### config.mk
export PLATFORM = sky130hd
export DESIGN_NAME = pio_cycle_engine
export DESIGN_NICKNAME = d
export VERILOG_FILES = /design/src/rtl/pio_engine_pkg.sv /design/src/rtl/pio_sync.sv /design/src/rtl/pio_phase_counter.sv /design/src/rtl/pio_sequencer.sv /design/src/rtl/pio_cycle_engine.sv
export SDC_FILE = /design/constraint.sdc
export NUM_CORES = 1
export LEC_CHECK = 0
export ABC_AREA = 0
export CAP_MARGIN = 20
export CORE_MARGIN = 2
export CORE_UTILIZATION = 50
export DETAILED_ROUTE_END_ITERATION = 10
export GPL_TIMING_DRIVEN = 0
export PLACE_DENSITY = 0.86
export SETUP_SLACK_MARGIN = 0.5
export SLEW_MARGIN = 30
export SYNTH_ARGS = -nofsm -noshare
export SYNTH_HDL_FRONTEND = slang
export SYNTH_SLANG_ARGS = --single-unit
### constraint.sdc
create_clock -name clk_i -period 4.27 [get_ports clk_i]
set_input_delay 0.854 -clock clk_i [delete_from_list [all_inputs] [get_ports clk_i]]
set_output_delay 0.854 -clock clk_i [all_outputs]
set_load 0.01 [all_outputs]
### src/rtl/pio_engine_pkg.sv
package pio_engine_pkg;

  typedef enum logic [2:0] {
    PH_IDLE    = 3'd0,
    PH_SETUP   = 3'd1,
    PH_STROBE  = 3'd2,
    PH_HOLD    = 3'd3,
    PH_RECOVER = 3'd4
  } pio_phase_e;

  // Phase order: setup -> strobe -> (hold, writes only) -> recover -> idle.
  function automatic pio_phase_e pio_next_phase(
    input pio_phase_e cur,
    input logic       start,
    input logic       cnt_zero,
    input logic       ready,
    input logic       is_write
  );
    pio_phase_e nxt;
    nxt = cur;
    case (cur)
      PH_IDLE:    if (start) nxt = PH_SETUP;
      PH_SETUP:   if (cnt_zero) nxt = PH_STROBE;
      PH_STROBE:  if (cnt_zero && ready) nxt = is_write ? PH_HOLD : PH_RECOVER;
      PH_HOLD:    if (cnt_zero) nxt = PH_RECOVER;
      PH_RECOVER: if (cnt_zero) nxt = PH_IDLE;
      default:    nxt = PH_IDLE;
    endcase
    return nxt;
  endfunction

  // True in phases where the data bus is driven for a write.
  function automatic logic pio_drive_phase(input pio_phase_e ph);
    return (ph == PH_SETUP) || (ph == PH_STROBE) || (ph == PH_HOLD);
  endfunction

  // Number of clocks a phase lasts for a loaded count.
  function automatic int unsigned pio_phase_clocks(input int unsigned count);
    return count + 1;
  endfunction

endpackage

### src/rtl/pio_sync.sv
module pio_sync #(
  parameter int   STAGES    = 2,
  parameter logic RESET_VAL = 1'b1
) (
  input  logic clk_i,
  input  logic rst_n_i,
  input  logic d_i,
  output logic q_o
);
  logic [STAGES-1:0] chain_q;

  always_ff @(posedge clk_i or negedge rst_n_i) begin
    if (!rst_n_i) chain_q <= {STAGES{RESET_VAL}};
    else          chain_q <= {chain_q[STAGES-2:0], d_i};
  end

  assign q_o = chain_q[STAGES-1];
endmodule

### src/rtl/pio_phase_counter.sv
module pio_phase_counter #(
  parameter int CNT_W = 8
) (
  input  logic             clk_i,
  input  logic             rst_n_i,
  input  logic             load_i,
  input  logic [CNT_W-1:0] load_val_i,
  output logic             zero_o
);
  logic [CNT_W-1:0] cnt_q;

  always_ff @(posedge clk_i or negedge rst_n_i) begin
    if (!rst_n_i)     cnt_q <= '0;
    else if (load_i)  cnt_q <= load_val_i;
    else if (!zero_o) cnt_q <= cnt_q - 1'b1;
  end

  assign zero_o = (cnt_q == '0);
endmodule

### src/rtl/pio_sequencer.sv
module pio_sequencer
  import pio_engine_pkg::*;
(
  input  logic       clk_i,
  input  logic       rst_n_i,
  input  logic       start_i,
  input  logic       wr_i,
  input  logic       cnt_zero_i,
  input  logic       ready_i,
  output pio_phase_e phase_o,
  output pio_phase_e next_o,
  output logic       accept_o,
  output logic       load_o
);
  pio_phase_e phase_q;
  pio_phase_e phase_d;

  always_comb begin
    phase_d = pio_next_phase(phase_q, start_i, cnt_zero_i, ready_i, wr_i);
  end

  always_ff @(posedge clk_i or negedge rst_n_i) begin
    if (!rst_n_i) phase_q <= PH_IDLE;
    else          phase_q <= phase_d;
  end

  assign accept_o = (phase_q == PH_IDLE) && start_i;
  assign load_o   = (phase_d != phase_q) && (phase_d != PH_IDLE);
  assign phase_o  = phase_q;
  assign next_o   = phase_d;
endmodule

### src/rtl/pio_cycle_engine.sv
module pio_cycle_engine
  import pio_engine_pkg::*;
#(
  parameter int   CNT_W       = 8,
  parameter logic RST_LVL     = 1'b0,
  parameter int   SYNC_STAGES = 2
) (
  input  logic             clk_i,
  input  logic             arst_i,
  input  logic             start_i,
  input  logic             write_i,
  input  logic             ctrl_sel_i,
  input  logic [2:0]       reg_addr_i,
  input  logic [15:0]      wdata_i,
  input  logic [CNT_W-1:0] t1_i,
  input  logic [CNT_W-1:0] t2_i,
  input  logic [CNT_W-1:0] t4_i,
  input  logic [CNT_W-1:0] teoc_i,
  input  logic             iordy_i,
  input  logic [15:0]      dd_i,
  output logic [15:0]      dd_o,
  output logic             dd_oe_o,
  output logic [2:0]       da_o,
  output logic             cs0_n_o,
  output logic             cs1_n_o,
  output logic             dior_n_o,
  output logic             diow_n_o,
  output logic [15:0]      rdata_o,
  output logic             done_o
);
  // Reset normalised to active low for every register.
  logic rst_act;
  logic rst_n;
  assign rst_act = (arst_i == RST_LVL);
  assign rst_n   = !rst_act;

  // Named internal events (observed by the checker).
  pio_phase_e phase;
  pio_phase_e phase_nxt;
  logic       accept;
  logic       load;
  logic       cnt_zero;
  logic       iordy_ok;
  logic       strobe_end;
  logic       cyc_active;

  // Values captured at accept.
  logic             wr_q;
  logic             sel_q;
  logic [2:0]       addr_q;
  logic [15:0]      wdata_q;
  logic [CNT_W-1:0] t2_q;
  logic [CNT_W-1:0] t4_q;
  logic [CNT_W-1:0] teoc_q;
  logic [CNT_W-1:0] load_val;
  logic [15:0]      rdata_q;

  pio_sync #(
    .STAGES   (SYNC_STAGES),
    .RESET_VAL(1'b1)
  ) u_iordy_sync (
    .clk_i  (clk_i),
    .rst_n_i(rst_n),
    .d_i    (iordy_i),
    .q_o    (iordy_ok)
  );

  pio_sequencer u_seq (
    .clk_i     (clk_i),
    .rst_n_i   (rst_n),
    .start_i   (start_i),
    .wr_i      (wr_q),
    .cnt_zero_i(cnt_zero),
    .ready_i   (iordy_ok),
    .phase_o   (phase),
    .next_o    (phase_nxt),
    .accept_o  (accept),
    .load_o    (load)
  );

  // The setup count is taken straight from the input at accept; the others
  // come from the copies captured at the same edge.
  always_comb begin
    case (phase_nxt)
      PH_SETUP:   load_val = t1_i;
      PH_STROBE:  load_val = t2_q;
      PH_HOLD:    load_val = t4_q;
      PH_RECOVER: load_val = teoc_q;
      default:    load_val = '0;
    endcase
  end

  pio_phase_counter #(
    .CNT_W(CNT_W)
  ) u_cnt (
    .clk_i     (clk_i),
    .rst_n_i   (rst_n),
    .load_i    (load),
    .load_val_i(load_val),
    .zero_o    (cnt_zero)
  );

  always_ff @(posedge clk_i or negedge rst_n) begin
    if (!rst_n) begin
      wr_q    <= 1'b0;
      sel_q   <= 1'b0;
      addr_q  <= '0;
      wdata_q <= '0;
      t2_q    <= '0;
      t4_q    <= '0;
      teoc_q  <= '0;
    end else if (accept) begin
      wr_q    <= write_i;
      sel_q   <= ctrl_sel_i;
      addr_q  <= reg_addr_i;
      wdata_q <= wdata_i;
      t2_q    <= t2_i;
      t4_q    <= t4_i;
      teoc_q  <= teoc_i;
    end
  end

  // Strobe deasserts at the edge where the strobe phase is left.
  assign strobe_end = (phase == PH_STROBE) && (phase_nxt != PH_STROBE);

  always_ff @(posedge clk_i or negedge rst_n) begin
    if (!rst_n)                  rdata_q <= '0;
    else if (strobe_end && !wr_q) rdata_q <= dd_i;
  end

  assign cyc_active = (phase != PH_IDLE);

  assign da_o     = addr_q;
  assign cs0_n_o  = !(cyc_active && !sel_q);
  assign cs1_n_o  = !(cyc_active && sel_q);
  assign dior_n_o = !((phase == PH_STROBE) && !wr_q);
  assign diow_n_o = !((phase == PH_STROBE) && wr_q);
  assign dd_o     = wdata_q;
  assign dd_oe_o  = wr_q && pio_drive_phase(phase);
  assign rdata_o  = rdata_q;
  assign done_o   = (phase == PH_RECOVER) && cnt_zero;

endmodule

=== Yosys cells after proc, flatten, opt, wreduce, memory -nomap -nowiden ===
Cells that the tools add are included.

* Add/subtract/negate cells: 1
* Multipliers: 0
* Divide/modulo/power cells: 0
* Order comparisons: 0
* Eq/ne operators: 11
* Shift-type cells: 0
* Muxes and demuxes: 10
* Bitwise operators: 0
* Reductions and logical operators: 23

{| class="wikitable"
|+ Operators with widths
! kind !! count
|-
| 8-bit one-hot mux with 4 select lines || 1
|-
| 3-bit two-way mux || 6
|-
| 8-bit two-way mux || 2
|-
| 3-bit one-hot mux with 5 select lines || 1
|-
| 3-bit by 2-bit == test with 1-bit output (second input constant) || 4
|-
| 1-bit logical AND || 11
|-
| 8-bit logical NOT || 1
|-
| 8-bit by 1-bit subtractor with 8-bit output (second input constant) || 1
|-
| 3-bit by 1-bit == test with 1-bit output (second input constant) || 2
|-
| 3-bit == test (second input constant) || 2
|-
| 1-bit logical NOT || 6
|-
| 3-bit nonzero test || 2
|-
| 3-bit logical NOT || 1
|-
| 3-bit by 2-bit inequality test with 1-bit output (second input constant) || 1
|-
| 3-bit inequality test || 1
|-
| 1-bit logical OR || 2
|-
| 2-bit inequality test (second input constant) || 1
|}

* Register bits after elaboration: 74
* Latch bits: 0
* Memory bits (writable): 0
* ROM bits: 0
* Input bits: 73
* Output and inout bits: 41
* Logic and storage cells: 56
* Memories: 0

=== Longest topological paths before layout ===
Gate-level depths: netlist (run 1).

* Word-level depth: 7
* Gate-level depth with buffers: 9
* Mapped depth without buffers: 7

=== By module ===
Synthesis (run 1) repeated with hierarchy kept, for this count alone.

* Cells, all modules: 252
* Area total of the unflattened synthesis: 3373.2 um^2

{| class="wikitable"
|+ By module, submodules not included
! module !! times used !! cells an instance !! area an instance (um^2) !! seq. area each (um^2)
|-
| pio_cycle_engine || 1 || 170 || 2598.7 || 1526.5
|-
| pio_phase_counter || 1 || 59 || 539.3 || 200.2
|-
| pio_sequencer || 1 || 21 || 182.7 || 75.1
|-
| pio_sync || 1 || 2 || 52.6 || 52.6
|}

=== Least setup slack after synthesis (run 1) ===
OpenSTA, ideal clock, no wires.

* Path kind: reg2out
* Start point: reg u_cnt.cnt_q[0]
* End point: out done_o
* Arrival time: 1517 ps
* Required time: 3416 ps
* Setup slack: 1899 ps
* Cell stages (with the launch flop): 6
* Buffers on the path: 0
* Cell sequence: dfrtp_1 inv_1 ha_1 or4b_4 nor2_1 and3_1

* Cells in the longest elaborated chain, start to end: 2

{| class="wikitable"
|+ Ends and longest elaborated chain
! item !! RTL line !! text
|-
| start, declared || pio_phase_counter.sv:10 || <nowiki>logic [CNT_W-1:0] cnt_q;</nowiki>
|-
| start signal, assigned || pio_phase_counter.sv:14 || <nowiki>else if (load_i) cnt_q <= load_val_i;</nowiki>
|-
| start signal, assigned || pio_phase_counter.sv:15 || <nowiki>else if (!zero_o) cnt_q <= cnt_q - 1'b1;</nowiki>
|-
| 8-bit logical NOT || pio_phase_counter.sv:18 || <nowiki>assign zero_o = (cnt_q == '0);</nowiki>
|-
| 1-bit logical AND || pio_cycle_engine.sv:141 || <nowiki>assign done_o = (phase == PH_RECOVER) && cnt_zero;</nowiki>
|-
| end, declared || pio_cycle_engine.sv:29 || <nowiki>output logic done_o</nowiki>
|}

No other way between the ends.

=== Worst setup path after layout (run 1) ===
* Start point: reg u_seq.phase_q[2], in the netlist u_seq.phase_o[2]
* End point: out cs0_n_o

* Cells in the longest elaborated chain, start to end: 3

{| class="wikitable"
|+ Ends and longest elaborated chain
! item !! RTL line !! text
|-
| start, declared || pio_sequencer.sv:15 || <nowiki>pio_phase_e phase_q;</nowiki>
|-
| start signal, assigned || pio_sequencer.sv:24 || <nowiki>else phase_q <= phase_d;</nowiki>
|-
| 3-bit nonzero test || pio_cycle_engine.sv:131 || <nowiki>assign cyc_active = (phase != PH_IDLE);</nowiki>
|-
| 1-bit logical AND || pio_cycle_engine.sv:134 || <nowiki>assign cs0_n_o = !(cyc_active && !sel_q);</nowiki>
|-
| 1-bit logical NOT || pio_cycle_engine.sv:134 ||
|-
| end, declared || pio_cycle_engine.sv:24 || <nowiki>output logic cs0_n_o,</nowiki>
|}

No other way between the ends.

==> results of run 1 <==
power by group:
group / internal (mW) / switching [mW] / leakage, nW
Clock: 0.271 / 0.272 / 0.0966
Sequential: 0.969 / 0.185 / 0.871
Combinational: 0.579 / 0.438 / 1.05
worst min path at each step:
stage | start | to | slack (ns) | cells after the start
after floorplan | u_iordy_sync.chain_q[0] | u_iordy_sync.chain_q[1] | 0.35 | 0
after global placement | u_iordy_sync.chain_q[0] | u_iordy_sync.chain_q[1] | 0.35 | 0
after detailed placement | u_iordy_sync.chain_q[0] | u_iordy_sync.chain_q[1] | 0.35 | 0
after CTS | u_iordy_sync.chain_q[0] | u_iordy_sync.chain_q[1] | 0.36 | 0
after global routing | u_iordy_sync.chain_q[0] | u_iordy_sync.chain_q[1] | 0.37 | 0
final | u_iordy_sync.chain_q[0] | u_iordy_sync.chain_q[1] | 0.36 | 0
cells by family (layout without fill, tap and decap cells):
family,count (synthesis),after routing
AOI/OAI and AO/OA,69,69
DFF,74,74
muxes,55,55
and+or+nand+nor,61,61
buffers and inverters,32,162
adders and majority gates,1,1
xor gates and xnor gates,3,3
layout make-up:
class / instances / area share
Inverter: 14 / 0.0107
Tap cell: 80 / 0.0204
Sequential cell: 74 / 0.378
Buffer: 18 / 0.0145
Timing Repair Buffer: 114 / 0.236
Clock buffer: 10 / 0.0260
Clock inverter: 6 / 0.0133
Multi-Input combinational cell: 189 / 0.302
placed cells by master, fill, tap and decap left out, drive strengths merged, types with 9 or more instances in the layout:
cell type      instances
mux2                  52
o31ai                  9
a21oi                 10
o21ai                 20
clkbuf                25
inv                   15
dfrtp                 72
clkdlybuf4s50        112
nand2                 24
per-stage QoR:
step	util	setup TNS, ns	power [mW]	setup WS, ns
after detailed placement	0.698	0	2.17	0.879
final	0.726	0	2.71	0.721
after global routing	0.726	0	2.87	0.620
after global placement	0.694	-8.88	2.10	-0.128
after floorplan	-	0	1.69	1.90
after CTS	0.726	0	2.72	0.612
flip-flops by register name, indices dropped and copies added, names as in the netlist:
name                  cells
t4_q                      8
wr_q                      1
u_seq.phase_o             3
u_cnt.cnt_q               8
sel_q                     1
da_o                      3
dd_o                     16
rdata_o                  16
u_iordy_sync.chain_q      2
teoc_q                    8
t2_q                      8
layer usage:
metal	track usage	share of wire	up-vias
li1	-	-	1342
met1	0.301	0.39	1412
met2	0.430	0.51	155
met3	0.0777	0.084	20
met4	0.0797	0.017	0
met5	0	0	-
worst max-delay path, cell delays in order (launching register included):
cell                              delay (ns)
sky130_fd_sc_hd__dfrtp_1                0.33
sky130_fd_sc_hd__clkbuf_1               0.31
sky130_fd_sc_hd__clkbuf_2               0.33
sky130_fd_sc_hd__buf_1                  0.42
sky130_fd_sc_hd__nor3_1                 0.17
sky130_fd_sc_hd__or2_2                  0.30
sky130_fd_sc_hd__clkdlybuf4s50_1        0.48
repair_timing:
action / CTS / global route
setup endpoints to repair: 0 / 1
hold buffers: 0 / 0
buffers inserted: 0 / 0
endpoints found under the hold margin: 0 / 0
resized for setup: 0 / 2
==> results.txt, run 1 <==
----------------------------------------------------
[Status]
  Status ... finished, final reports clean

[Global routing]
  Via count of the first global-routing pass ... approximately 3000
  Global Route Usage Sum ... 0.250
  Total congestion overflow after global routing ... 0
  Number of antenna violations at the first check in global routing ... 0
  Maximum number of pins on one net before global-route repair ... between 50 and 60
  Global-route wire length before repair ... approximately 14 mm

[Floorplan]
  Number of standard-cell rows in the floorplan ... 30
  Core area ... 6760 um^2
  Floorplan die area ... between 7000 and 8000 um^2
  Initial standard-cell utilization of the core ... 0.512
  Horizontal die dimension ... 87.2 um
  Count of boundary I/O pins ... between 100 and 150
  Die Y ... a little under 90 um

[Synthesis]
  Synthesized area per cell ... approximately 12 um^2
  Multiplexer share of the synthesized area ... 0.178
  Most common cell in the netlist ... sky130_fd_sc_hd__dfrtp_1
  Proportion of synthesized chip area in sequential cells ... 0.536
  Post-synthesis register bit count ... between 70 and 80
  Number of synthesized flops with an enable pin ... 0
  Share of synthesized flip-flops with an asynchronous set or reset ... 1.00
  Synthesized-area fraction occupied by adder cells ... 0.00362
  Proportion of netlist area held by the largest area contributor ... 0.521
  Post-Synthesis Net Count ... 369
  Main synth FF type ... sky130_fd_sc_hd__dfrtp_1
  Instance count of the mapped netlist ... roughly 300
  Fraction of the mapped netlist area in compound gates ... 0.137
  Synth unique cells ... 44
  Count of yosys warnings during synthesis ... 0
  Post-Syn Area ... 3460 um^2
  Top cells by area in the synthesized netlist ... sky130_fd_sc_hd__dfrtp_1 (52%), sky130_fd_sc_hd__mux2_2 (17%), sky130_fd_sc_hd__o21ai_0 (2.9%), sky130_fd_sc_hd__nand2_1 (2.6%), sky130_fd_sc_hd__o31ai_1 (2.0%)
  Ranking of synthesized cells by instance count ... sky130_fd_sc_hd__dfrtp_1 (72), sky130_fd_sc_hd__mux2_2 (52), sky130_fd_sc_hd__nand2_1 (24), sky130_fd_sc_hd__o21ai_0 (20), sky130_fd_sc_hd__clkbuf_1 (15)
  Cell type with the largest total area after synthesis ... sky130_fd_sc_hd__dfrtp_1
  Simple logic cell fraction of the synthesized area ... 0.102
  Largest family of logic cells by synthesized area ... multiplexers
  XOR/XNOR Fraction of Synth Area ... 0.00760

[Critical path]
  Crit end category ... output port
  Data required time at the worst endpoint ... roughly 3.4 ns
  Setup CP Type ... flip-flop to output port
  Crit path capture ... cs0_n_o
  RR Endpoint ... u_cnt.cnt_q[7]
  Critical Path Fanout Max ... 10
  Critical Path Source ... u_seq.phase_o[2]
  Reg-to-reg setup timing slack ... ~1.2 ns
  Worst Setup Start Kind ... flip-flop
  Worst reg2reg startpoint ... u_cnt.cnt_q[0]
  Critical path data arrival time ... roughly 2.7 ns
  Depth of the worst register-to-register path ... 7

[Routing]
  Detail-routed net length per standard cell ... between 15 and 20 um
  Detailed-router iteration count before antenna repair ... 5
  Detailed Route Iter0 Violations ... just over 200
  Routed wire length ... between 9 and 10 mm
  Detail-routed via count per cell ... around 5.8
  Via Count ... roughly 2900
  DRC ... 0
  Remaining number of nets flagged by the antenna check after routing ... 0

[Clock tree]
  Source-to-sink clock delay at the later pin of the worst-skew pair ... 0.34 ns
  Clock tree from TritonCTS ... yes
  Clk buf depth ... 2
  TritonCTS buffer count ... 9
  Clock transition at the register clock pins on the worst setup and hold paths after CTS ... ~0.08 ns
  Clock Sinks ... between 70 and 80
  H-tree depth reported by CTS ... 3
  Buffer type at the clock tree root ... sky130_fd_sc_hd__clkbuf_8

[Layout]
  Multi-input combinational cell area ... 1480 um^2
  N_diodes ... 0
  Register area ... around 1900 um^2
  Number of standard cells in the layout, taps in and fillers out ... about 510
  Final standard cell area without fillers ... a little under 5000 um^2
  Total of fill cells in the finished design ... between 400 and 500
  Proportion of layout cells with a drive suffix above 1 ... 0.191
  Layout-stage area growth over the synthesis result ... 41.9%
  Final layout net count ... ~490

[Power and ir drop]
  LEAKAGE ... 2.01 nW
  Peak supply drop ... 0.394 mV
  P per Cell Area ... 553 nW/um^2

[Timing]
  RSZ-0062 raised after global routing ... false
  Final Hold Fails ... 0
  Final Skew ... between 0.009 and 0.01 ns
  Max transition margin ... 0.396
  Setup violation total in the final timing report ... 0
  Final critical delay including setup and external delays ... around 3.5 ns
  Part of the cycle the worst path needs ... 0.831
  Timing-limited maximum frequency ... 0.282 GHz
  WHS ... 0.359 ns
  Slew at the pin closest to its max-slew limit ... between 0.9 and 1 ns
  Final slew viol count ... 0

[Flow run]
  Number of max-cap violations ... 0

[Hold path]
  Path class of the lowest-slack min-delay path ... flip-flop to flip-flop

[Placement]
  Placement-stage cell area ... approximately 4700 um^2
  Post-detailed-placement half-perimeter wirelength ... 6.58 mm
  Number of placed instances, taps included ... 489
  Number of port buffers ... between 100 and 150
  Weighted congestion reported at the end of routability-driven placement ... about 0.86

----------------------------------------------------
Power figures use the tool's default switching activity.
==> run 2: changes to the inputs <==
--- a/config.mk
+++ b/config.mk
@@ -8,10 +8,10 @@
 export ABC_AREA = 0
 export CAP_MARGIN = 20
 export CORE_MARGIN = 2
-export CORE_UTILIZATION = 50
+export CORE_UTILIZATION = 46
 export DETAILED_ROUTE_END_ITERATION = 10
 export GPL_TIMING_DRIVEN = 0
-export PLACE_DENSITY = 0.86
+export PLACE_DENSITY = 0.8
 export SETUP_SLACK_MARGIN = 0.5
 export SLEW_MARGIN = 30
 export SYNTH_ARGS = -nofsm -noshare
==> constraint.sdc (replaced) <==
create_clock -name clk_i -period 3.72 [get_ports clk_i]
set_input_delay 0.744 -clock clk_i [delete_from_list [all_inputs] [get_ports clk_i]]
set_output_delay 0.744 -clock clk_i [all_outputs]
set_load 0.01 [all_outputs]
==> run 2 against run 1 <==
Net effect: clock power up 5.0%; critical path depth unchanged; core utilization down 4.5 points; sequential share of layout area down 0.27 points; global-route usage down 3.2 points; combinational power up 14%; die area up 8.3%; non-clock buffer count up 1; clock-buffer cell count up 2; clock skew about the same; via count down 3.3%; cell area up 0.71%; largest power group unchanged.
==> results.txt, run 2 (same netlist as run 1, synthesis figures left out) <==
----------------------------------------------------
[Timing]
  Part of the cycle the worst path needs ... 0.830
  Max transition margin ... 0.364
  Final slew viol count ... 0
  Slew at the pin closest to its max-slew limit ... between 0.9 and 1 ns
  WHS ... about 0.34 ns
  Timing-limited maximum frequency ... roughly 0.32 GHz
  Setup violation total in the final timing report ... 0
  Final critical delay including setup and external delays ... a little over 3 ns
  Final Skew ... approximately 0.010 ns
  Post-route worst setup slack ... around 0.63 ns
  Final Hold Fails ... 0
  RSZ-0062 raised after global routing ... true

[Hold path]
  Path class of the lowest-slack min-delay path ... input pin to asynchronous set/reset pin

[Critical path]
  Longest individual stage delay on the worst path ... about 0.52 ns
  Worst reg2reg startpoint ... u_cnt.cnt_q[0]
  Crit end category ... output port
  Critical Path Source ... u_seq.phase_o[2]
  Worst path cell trace ... clkbuf_2 > clkbuf_2 > buf_2 > nor3_1 > or2_2 > clkdlybuf4s50_1
  Critical path data arrival time ... 2.34 ns
  Data required time at the worst endpoint ... approximately 3.0 ns
  Depth of the worst register-to-register path ... 8
  Cell repeated most along the worst path ... sky130_fd_sc_hd__clkbuf_2
  Master of the slowest instance on the critical path ... sky130_fd_sc_hd__clkdlybuf4s50_1
  Critical Path Fanout Max ... 10
  Reg-to-reg setup timing slack ... approximately 0.84 ns
  Worst Setup Start Kind ... flip-flop
  RR Endpoint ... u_cnt.cnt_q[7]
  Setup CP Type ... flip-flop to output port

[Layout]
  Commonest non-fill, non-tap cell in the layout ... sky130_fd_sc_hd__clkdlybuf4s50_1
  Multi-input combinational cell area ... ~1500 um^2
  Commonest cells after routing, fill and taps aside ... sky130_fd_sc_hd__clkdlybuf4s50_1 (111), sky130_fd_sc_hd__dfrtp_1 (72), sky130_fd_sc_hd__mux2_2 (52)
  Proportion of layout cells with a drive suffix above 1 ... 0.202
  N_diodes ... 0
  Layout-stage area growth over the synthesis result ... 42.9%
  Register area ... ~1900 um^2
  Total of fill cells in the finished design ... 581
  Final layout net count ... around 500

[Routing]
  Detail-routed via count per cell ... 5.40
  Detailed Route Iter0 Violations ... 226
  Routed wire length ... between 8 and 9 mm
  Detail-routed net length per standard cell ... around 16 um
  Remaining number of nets flagged by the antenna check after routing ... 0
  Detailed-router iteration count before antenna repair ... 4
  Via Count ... between 2000 and 3000
  DRC ... 0

[Floorplan]
  Die Y ... just over 90 um
  Number of standard-cell rows in the floorplan ... 31
  Initial standard-cell utilization of the core ... 0.477
  Count of boundary I/O pins ... about 110
  Floorplan die area ... 8230 um^2
  Core area ... between 7000 and 8000 um^2
  Horizontal die dimension ... between 90 and 100 um

[Global routing]
  Via count of the first global-routing pass ... about 3000
  Maximum number of pins on one net before global-route repair ... 45
  Global Route Usage Sum ... 0.218
  Number of antenna violations at the first check in global routing ... 0
  Total congestion overflow after global routing ... 0
  Global-route wire length before repair ... approximately 14 mm

[Clock tree]
  Clock tree from TritonCTS ... yes
  Buffer type at the clock tree root ... sky130_fd_sc_hd__clkbuf_8
  Source-to-sink clock delay at the later pin of the worst-skew pair ... about 0.34 ns
  Clock transition at the register clock pins on the worst setup and hold paths after CTS ... roughly 0.080 ns
  TritonCTS buffer count ... 9
  Clk buf depth ... 2
  H-tree depth reported by CTS ... 3
  Hold buffer count at CTS ... 0
  Clock Sinks ... 74

[Flow run]
  Number of max-cap violations ... 0

[Placement]
  Number of port buffers ... 113
  Weighted congestion reported at the end of routability-driven placement ... 0.865
  Post-detailed-placement half-perimeter wirelength ... 6.31 mm
  Setup slack at placement ... about 0.37 ns

[Power and ir drop]
  P per Cell Area ... approximately 610 nW/um^2
  Peak supply drop ... ~0.4 mV
  Power, Total ... between 3 and 4 mW
  LEAKAGE ... just over 2 nW

[Status]
  Status ... finished, final reports clean

----------------------------------------------------
-- run 2: critical path: cells and delay by family (launching register included) --
| kind | cells | cell delay [ns] |
|---|---|---|
| and+or+nand+nor | 2 | 0.48 |
| buffers and inverters | 4 | 1.17 |
| DFF | 1 | 0.36 |
-- run 2: worst max-delay path by stage --
stage / end / slack [ns]
3_3_place_gp: rdata_o[12] / -0.69
4_1_cts: done_o / 0.51
6_report: cs0_n_o / 0.63
5_1_grt: cs0_n_o / 0.49
3_5_place_dp: u_cnt.cnt_q[7] / 0.37
2_1_floorplan: u_cnt.cnt_q[0] / 1.36
-- run 2: per-stage QoR --
step | utilization | cells | area (um^2) | setup TNS, ns
global placement | 0.650 | 507 | 4710 | -49.19
detailed placement | 0.653 | 508 | 4740 | 0
floorplan | - | 295 | 3460 | 0
finish | 0.682 | 525 | 4940 | 0
CTS | 0.681 | 525 | 4940 | 0
global route | 0.682 | 525 | 4940 | 0
-- run 2: timing repair --
item	CTS	global route
endpoints found under the setup margin	3	5
buffers inserted	1	0
endpoints found under the hold margin	0	0
resized for setup	4	5
-- run 2: final cells by class --
type | count | share of cell area
buffer | 18 | 0.0149
clock inverter | 4 | 0.00532
tap | 99 | 0.0251
sequential | 74 | 0.375
inverter | 14 | 0.0106
clock buffer | 12 | 0.0314
timing repair buffer | 115 | 0.236
multi-input combinational | 189 | 0.302
-- run 2: power by group --
part / switching [mW] / internal, mW
logic: 0.489 / 0.674
registers: 0.194 / 1.11
clock network: 0.292 / 0.278
total: 0.974 / 2.06
-- run 2: per-layer routing --
metal  vias to the layer above  part of all wire  GRT usage
li1                       1338                 -          -
met1                      1389              0.42      0.281
met2                       101              0.51      0.354
met3                         5             0.067     0.0718
met4                         0            0.0069     0.0590
met5                         -                 0          0
